### src/rtl/mwbr_pkg.sv
package mwbr_pkg;
  typedef enum logic {
    FLOW_STEP = 1'b0,
    FLOW_JUMP = 1'b1
  } flow_e;

  localparam int unsigned PC_STEP_DEF = 1;
endpackage

### src/rtl/mwbr_cmp_unit.sv
module mwbr_cmp_unit #(
  parameter int unsigned NCMP   = 2,
  parameter int unsigned DATA_W = 8
) (
  input  logic [NCMP-1:0][DATA_W-1:0] op_a,
  input  logic [NCMP-1:0][DATA_W-1:0] op_b,
  output logic [NCMP-1:0]             equal
);
  for (genvar c = 0; c < NCMP; c++) begin : g_lane
    assign equal[c] = (op_a[c] == op_b[c]);
  end
endmodule

### src/rtl/mwbr_flag_bank.sv
module mwbr_flag_bank #(
  parameter int unsigned NCMP  = 2,
  parameter int unsigned NFLAG = 8,
  localparam int unsigned FSEL_W = $clog2(NFLAG)
) (
  input  logic                         clk,
  input  logic                         rst,
  input  logic [NCMP-1:0]              wr_en,
  input  logic [NCMP-1:0][FSEL_W-1:0]  wr_dst,
  input  logic [NCMP-1:0]              wr_val,
  output logic [NFLAG-1:0]             flags
);
  for (genvar b = 0; b < NFLAG; b++) begin : g_flag
    logic hit;
    logic nval;
    always_comb begin
      hit  = 1'b0;
      nval = 1'b0;
      for (int c = 0; c < NCMP; c++) begin
        if (wr_en[c] && (wr_dst[c] == FSEL_W'(b))) begin
          hit  = 1'b1;
          nval = wr_val[c];
        end
      end
    end
    always_ff @(posedge clk) begin
      if (rst)      flags[b] <= 1'b0;
      else if (hit) flags[b] <= nval;
    end
  end


  last_lane_write_chk: assert property (@(posedge clk) disable iff (rst)
    wr_en[NCMP-1] |=> flags[$past(wr_dst[NCMP-1])] == $past(wr_val[NCMP-1]));


  idle_hold_chk: assert property (@(posedge clk) disable iff (rst)
    (!$past(rst) && wr_en == '0) |=> $stable(flags));
endmodule

### src/rtl/mwbr_prio_pick.sv
module mwbr_prio_pick #(
  parameter int unsigned NSLOT = 4,
  parameter int unsigned NFLAG = 8,
  localparam int unsigned FSEL_W = $clog2(NFLAG),
  localparam int unsigned IDX_W  = $clog2(NSLOT)
) (
  input  logic [NFLAG-1:0]              flags,
  input  logic [NSLOT-1:0]              valid,
  input  logic [NSLOT-1:0][FSEL_W-1:0]  sel,
  output logic                          any,
  output logic [IDX_W-1:0]              idx
);
  logic [NSLOT-1:0] hit;

  for (genvar s = 0; s < NSLOT; s++) begin : g_hit
    assign hit[s] = valid[s] & flags[sel[s]];
  end

  always_comb begin
    any = 1'b0;
    idx = '0;
    for (int s = NSLOT - 1; s >= 0; s--) begin
      if (hit[s]) begin
        any = 1'b1;
        idx = IDX_W'(s);
      end
    end
  end
endmodule

### src/rtl/multiway_branch_resolver.sv
module multiway_branch_resolver
  import mwbr_pkg::*;
#(
  parameter int unsigned NSLOT   = 4,
  parameter int unsigned NFLAG   = 8,
  parameter int unsigned NCMP    = 2,
  parameter int unsigned DATA_W  = 8,
  parameter int unsigned PC_W    = 16,
  parameter int unsigned PC_STEP = PC_STEP_DEF
) (
  input  logic                                 clk,
  input  logic                                 rst,
  input  logic [NCMP-1:0]                      cmp_en,
  input  logic [NCMP-1:0][DATA_W-1:0]          cmp_a,
  input  logic [NCMP-1:0][DATA_W-1:0]          cmp_b,
  input  logic [NCMP-1:0][$clog2(NFLAG)-1:0]   cmp_dst,
  input  logic [NSLOT-1:0]                     br_valid,
  input  logic [NSLOT-1:0][$clog2(NFLAG)-1:0]  br_sel,
  input  logic [NSLOT-1:0][PC_W-1:0]           br_target,
  input  logic [PC_W-1:0]                      cur_pc,
  output logic [PC_W-1:0]                      next_pc,
  output logic [$clog2(NSLOT)-1:0]             win_slot,
  output logic                                 taken
);
  localparam int unsigned FSEL_W = $clog2(NFLAG);
  localparam int unsigned IDX_W  = $clog2(NSLOT);

  logic [NCMP-1:0]  cmp_eq;
  logic [NFLAG-1:0] flag_q;
  logic             pick_any;
  logic [IDX_W-1:0] pick_idx;
  flow_e            flow;
  logic [PC_W-1:0]  pc_d;

  mwbr_cmp_unit #(.NCMP(NCMP), .DATA_W(DATA_W)) u_cmp (
    .op_a  (cmp_a),
    .op_b  (cmp_b),
    .equal (cmp_eq)
  );

  mwbr_flag_bank #(.NCMP(NCMP), .NFLAG(NFLAG)) u_bank (
    .clk    (clk),
    .rst    (rst),
    .wr_en  (cmp_en),
    .wr_dst (cmp_dst),
    .wr_val (cmp_eq),
    .flags  (flag_q)
  );

  mwbr_prio_pick #(.NSLOT(NSLOT), .NFLAG(NFLAG)) u_pick (
    .flags (flag_q),
    .valid (br_valid),
    .sel   (br_sel),
    .any   (pick_any),
    .idx   (pick_idx)
  );

  always_comb begin
    flow = pick_any ? FLOW_JUMP : FLOW_STEP;
    pc_d = (flow == FLOW_JUMP) ? br_target[pick_idx] : cur_pc + PC_W'(PC_STEP);
  end

  always_ff @(posedge clk) begin
    if (rst) begin
      next_pc  <= '0;
      win_slot <= '0;
      taken    <= 1'b0;
    end else begin
      next_pc  <= pc_d;
      win_slot <= pick_idx;
      taken    <= (flow == FLOW_JUMP);
    end
  end


  slot0_first_chk: assert property (@(posedge clk) disable iff (rst)
    (br_valid[0] && flag_q[br_sel[0]]) |=> (taken && win_slot == '0 && next_pc == $past(br_target[0])));


  step_pc_chk: assert property (@(posedge clk) disable iff (rst)
    (!$past(rst) && !taken) |-> (next_pc == $past(cur_pc) + PC_W'(PC_STEP) && win_slot == '0));


  none_hit_chk: assert property (@(posedge clk) disable iff (rst)
    ((br_valid & {NSLOT{1'b1}}) == '0) |=> !taken);


  for (genvar s = 0; s < NSLOT; s++) begin : g_inv_chk
    invalid_slot_chk: assert property (@(posedge clk) disable iff (rst)
      !br_valid[s] |=> !(taken && win_slot == IDX_W'(s)));
  end
endmodule

### config.mk
export PLATFORM = sky130hd
export DESIGN_NAME = multiway_branch_resolver
export DESIGN_NICKNAME = d
export VERILOG_FILES = /design/src/rtl/mwbr_pkg.sv /design/src/rtl/mwbr_cmp_unit.sv /design/src/rtl/mwbr_flag_bank.sv /design/src/rtl/mwbr_prio_pick.sv /design/src/rtl/multiway_branch_resolver.sv
export SDC_FILE = /design/constraint.sdc
export NUM_CORES = 1
export LEC_CHECK = 0
export ABC_CLOCK_PERIOD_IN_PS = 5450
export CAP_MARGIN = 20
export CORE_MARGIN = 1
export CORE_UTILIZATION = 38
export CTS_CLUSTER_SIZE = 28
export DETAILED_ROUTE_END_ITERATION = 16
export GPL_TIMING_DRIVEN = 0
export PLACE_DENSITY = 0.82
export SLEW_MARGIN = 20
export SYNTH_ARGS = -nofsm -noshare
export SYNTH_HDL_FRONTEND = slang
export SYNTH_SLANG_ARGS = --single-unit
### constraint.sdc
create_clock -name clk -period 5.45 [get_ports clk]
set_clock_uncertainty 0.15 [all_clocks]
set_input_delay 1.635 -clock clk [delete_from_list [all_inputs] [get_ports clk]]
set_output_delay 1.635 -clock clk [all_outputs]
set_load 0.1 [all_outputs]
# Word level (Yosys, flattened, before mapping)
# Index checks and enable logic that the tools add are counted.
# W data, S select, Z words.
# word_totals
register_bits,27
output_inout_bits,19
word_cells,107
# op_classes
add_sub_neg,1
n_lt_le_gt_ge,5
n_eq_ne,16
mux,52
bitwise_logic,4
n_reduce_logical,18
# ops
operator,count
$mux W1,41
$bmux W16 S2,1
$mux W16,2
$eq A3 B3 Y1 const B,8
$add A16 B1 Y16 const B,1
$eq A8 B8 Y1,2
$logic_and A1 B1 Y1,16
$lt A3 B4 Y1 const B,4
$bmux W1 S3,4
$eq A3 B2 Y1 const B,4
$mux W2,4
$eq A3 B1 Y1 const B,2
$logic_not A3 Y1,2
$and A1 B1 Y1,4
$lt A2 B3 Y1 const B,1

# Logic depth before layout (Yosys ltp)
# logic_depth
word_depth,10
depth_mapped,8
depth_no_buf,6

# Cells and area by module
# From an unflattened synthesis, not the netlist that was laid out.
# unflattened
cells_unflattened,227
area_unflattened_um2,2287.2
# modules_own_cells
mod,n_inst,cells_each,area_each_um2
multiway_branch_resolver,1,122,1278.7
mwbr_flag_bank,1,55,518.0
mwbr_prio_pick,1,28,317.8
mwbr_cmp_unit,1,22,172.7

# Worst setup path after synthesis
# Ideal clock, no wire load.
# synth_path
path_type,in2reg
startpoint,input port br_sel[5] (netlist bit)
endpoint,register next_pc[0]
setup_time_ns,0.086
t_arrival_ns,3.165
t_required_ns,5.214
path_slack_ns,2.048
path_stages,6
path_buffers,0
path_cell_list,mux4_2 nor2_2 and4b_4 o31ai_2 a22oi_1 a221oi_2
# synth_between
elab_chain_cells,8
word_cells_on_any_way,11
classes_between,mux (10); bitwise (1)
# synth_lines
element,line,source
from (decl),multiway_branch_resolver.sv:18,"input logic [NSLOT-1:0][$clog2(NFLAG)-1:0] br_sel,"
$bmux W1 S3 *,mwbr_prio_pick.sv:16,assign hit[s] = valid[s] & flags[sel[s]];
$mux W1 (not written as such) *,mwbr_prio_pick.sv:16,
$and A1 B1 Y1 *,mwbr_prio_pick.sv:16,
$mux W2 (2 in series),mwbr_prio_pick.sv:23,if (hit[s]) begin
$bmux W16 S2,multiway_branch_resolver.sv:60,pc_d = (flow == FLOW_JUMP) ? br_target[pick_idx] : cur_pc + PC_W'(PC_STEP);
$mux W16 (not written as such),multiway_branch_resolver.sv:60,
$mux W16 *,multiway_branch_resolver.sv:60,
to (signal assigned),multiway_branch_resolver.sv:69,next_pc <= pc_d;
to (decl),multiway_branch_resolver.sv:21,"output logic [PC_W-1:0] next_pc,"
# Every way passes the cells marked *; elsewhere a longest branch is shown, timed or not. The select of a mux whose other input is x is not followed.
# A chain may end at the register's enable or synchronous reset.

# Final worst setup path
# layout_path
startpoint,input port br_sel[11] (netlist bit)
endpoint,register next_pc[1]
# layout_between
elab_chain_cells,10
word_cells_on_any_way,15
classes_between,mux (14); bitwise (1)
# layout_lines
element,line
$bmux W1 S3 *,mwbr_prio_pick.sv:16
$mux W1 (not written as such) *,mwbr_prio_pick.sv:16
$and A1 B1 Y1 *,mwbr_prio_pick.sv:16
$mux W2 (4 in series),mwbr_prio_pick.sv:23
$bmux W16 S2,multiway_branch_resolver.sv:60
$mux W16 (not written as such),multiway_branch_resolver.sv:60
$mux W16 *,multiway_branch_resolver.sv:60
# Marked as above.

==> flow_metrics.py <==
metrics = {
    "run_status": {
        "status": "finished clean",
    },
    "route": {
        "wirelength_mm": 8.28,
        "wl_met1_mm": 3.24,
        "dr.pass1.iters": 6,
        "highest_layer": "met4",
        "initialDrtViolationCount": 146,
        "wl_per_cell_microns": 17.6,
        "vias": 2699,
        "ant_nets": 0,
        "drc_errors": 0,
        "avgViaCountPerCell": 5.74,
        "met3_wirelength_microns": 849,
        "routed-wl-met2_mm": 4.07,
    },
    "floorplanning": {
        "die-area_sq_um": 6220,
        "io_pins": 157,
        "die_h_microns": 78.9,
        "initial_utilization_pct": 40.0,
        "core_sq_um": 5610,
        "core.rowCount": 27,
        "die_w_microns": 78.9,
    },
    "synth": {
        "syn_area_per_cell_sq_um": 9.40,
        "synthDistinctLibCells": 56,
        "synth_edf_count": 0,
        "synthCells": 239,
        "async_flop_share_pct": 0,
        "yosysWarnings": 0,
        "synth_flop_cell": "dfxtp_1",
        "synth_area_sq_um": 2250,
        "synth_fp_nets": 378,
        "ys_ff_latch": 27,
        "synth-seq-area-share_pct": 24.1,
    },
    "clock_tree": {
        "h-tree-depth": 1,
        "post_cts_buffers": 0,
        "clk_latency_ps": 280,
        "clockBufferDepth": 2,
        "path_clk_slew_ps": 90,
        "root_buffer": "clkbuf_8",
        "cts_resized": 0,
        "holdBufCountCts": 0,
        "cts_tree": "built",
        "cts_buffers": 3,
        "clock_sinks": 27,
    },
    "worst_setup_path": {
        "start_kind": "input port",
        "crit_chain": "clkdlybuf4s50_1, mux2_1, o21ai_0, nor3_4, o31ai_2, a22oi_1, a211oi_2",
        "crit_path_top_delay_cell": "clkdlybuf4s50_1",
        "cp_slowest_stage_delay_ps": 580,
        "cp.required_ps": 5500,
        "rrSetupSlack_ps": 2930,
        "cp_data_arrival_time_ps": 4160,
        "cp_max_fo": 5,
        "critical-path-top-delay-family": "compound AO/OA/AOI/OAI gates",
        "criticalPathCategory": "input port to flop",
        "critical_path_buf_inv_count": 1,
        "end_kind": "flop",
    },
    "cells_and_area": {
        "layout_commonest_cell": "clkdlybuf4s50_1",
        "drive_above_1_share_pct": 10.6,
        "final_cell_area_sq_um": 3930,
        "multiInputGateArea_sq_um": 1630,
        "regArea_sq_um": 541,
        "num-fill-cells": 483,
        "final_core_util_pct": 70.1,
        "instances_no_fill": 470,
        "diodes": 0,
        "mostFrequentLayoutCells": "clkdlybuf4s50_1, dfxtp_1, xor2_1, nand3_1, a211oi_1",
        "nNetsFinal": 538,
        "areaGrowthSynthToFinish_pct": 75.1,
    },
    "power": {
        "total_power_w": 0.000728,
        "powerDensity_nw_per_um2": 185,
        "ir_worst_vdd_mv": 0.123,
        "p_leak_nw": 1.36,
    },
    "global_routing": {
        "grt_usage_pct": 26.0,
        "antenna_found_initial": 0,
        "grt_pass1_vias": 2741,
        "grt-ovfl-total": 0,
        "grt_max_degree": 15,
        "grt_pass1_wl_mm": 12.7,
    },
    "sta": {
        "period_share_pct": 75.6,
        "maxSlewViolCount": 0,
        "fmax_mhz": 243,
        "setup_tns_ps": 0,
        "finalHoldViolations": 0,
        "relSlewSlack_pct": 34.2,
        "setup_viol": 0,
        "grt_setup_unrepaired": "no",
        "worstMarginPinSlew_ps": 984,
        "min_period_ps": 4120,
    },
    "worst_hold_path": {
        "min_path_type": "flop to flop",
    },
    "flow_run": {
        "max_cap_violations": 0,
    },
    "placed_design": {
        "io_buffers": 155,
        "placed_area_sq_um": 3890,
        "placed_cells": 466,
        "place_hpwl_mm": 6.89,
        "globalplace.congestion": 0.867,
    },
}
power breakdown:
part | switching [W] | internal [W] | total (W)
sequential | 0.00000737 | 0.000215 | 0.000222
combinational | 0.000219 | 0.000169 | 0.000388
clock | 0.0000648 | 0.0000525 | 0.000117
cell usage after synthesis, types with 5 or more instances:
| library cell | n | share of area, % |
|---|---|---|
| dfxtp_1 | 27 | 24 |
| xor2_1 | 18 | 7.0 |
| a211oi_1 | 12 | 4.0 |
| nand3_1 | 12 | 2.7 |
| xnor2_1 | 11 | 4.3 |
| nor2b_1 | 10 | 2.8 |
| o22ai_1 | 10 | 2.8 |
| nand2_1 | 9 | 1.5 |
| a22oi_1 | 8 | 2.7 |
| o221ai_1 | 8 | 3.1 |
| a222oi_1 | 7 | 3.1 |
| nand4_1 | 7 | 1.9 |
| nor2_1 | 7 | 1.2 |
| a21o_1 | 6 | 2.0 |
| a221oi_2 | 5 | 3.3 |
| clkbuf_1 | 5 | 0.84 |
worst min-delay path, stage by stage (launching register included):
cell and delay, ps:
dfxtp_1 440, a222oi_1 100, a211oi_1 190
metrics by stage:
stage	worst slack, ps	hold slack [ps]
floorplan	2050	481
global placement	1120	597
detailed placement	1070	608
CTS	1350	622
global route	1240	704
finish	1330	625
area by class of cell:
type | instances | share of cell area (%)
Multi-Input combinational cell | 199 | 41.6
Clock buffer | 4 | 1.15
Tap cell | 72 | 2.29
Sequential cell | 27 | 13.7
Timing Repair Buffer | 155 | 39.5
Buffer | 11 | 1.62
Inverter | 2 | 0.191
registers in the layout, summed over array words and instances, names as in the netlist:
register and count:
next_pc 16, u_bank.flags 8, taken 1, win_slot 2
kinds of logic after synthesis:
family                     Yosys count  synth area share [%]
AOI/OAI and AO/OA                   78                  30.3
DFF                                 27                  24.1
muxes                               12                  7.86
adders and majority gates            1                 0.557
xor gates and xnor gates            29                  11.3
buffers and inverters               13                  3.18
and+or+nand+nor                     79                  22.8
worst paths after layout:
path | end | depth (start not counted) | start
setup / recovery | next_pc[1]$_SDFF_PP0_ | 7 | br_sel[11]
hold / removal | u_bank.flags[0]$_SDFFE_PP0P_ | 2 | u_bank.flags[0]$_SDFFE_PP0P_
setup reg to reg | next_pc[1]$_SDFF_PP0_ | 6 | u_bank.flags[0]$_SDFFE_PP0P_
hold reg to reg | u_bank.flags[0]$_SDFFE_PP0P_ | 2 | u_bank.flags[0]$_SDFFE_PP0P_
per-layer routing:
metal / global-route usage, % / vias up
met5: 0 / -
met4: 7.27 / 0
met3: 5.40 / 12
met2: 49.0 / 164
met1: 29.2 / 1227
li1: - / 1296
Power figures use the tool's default switching activity.
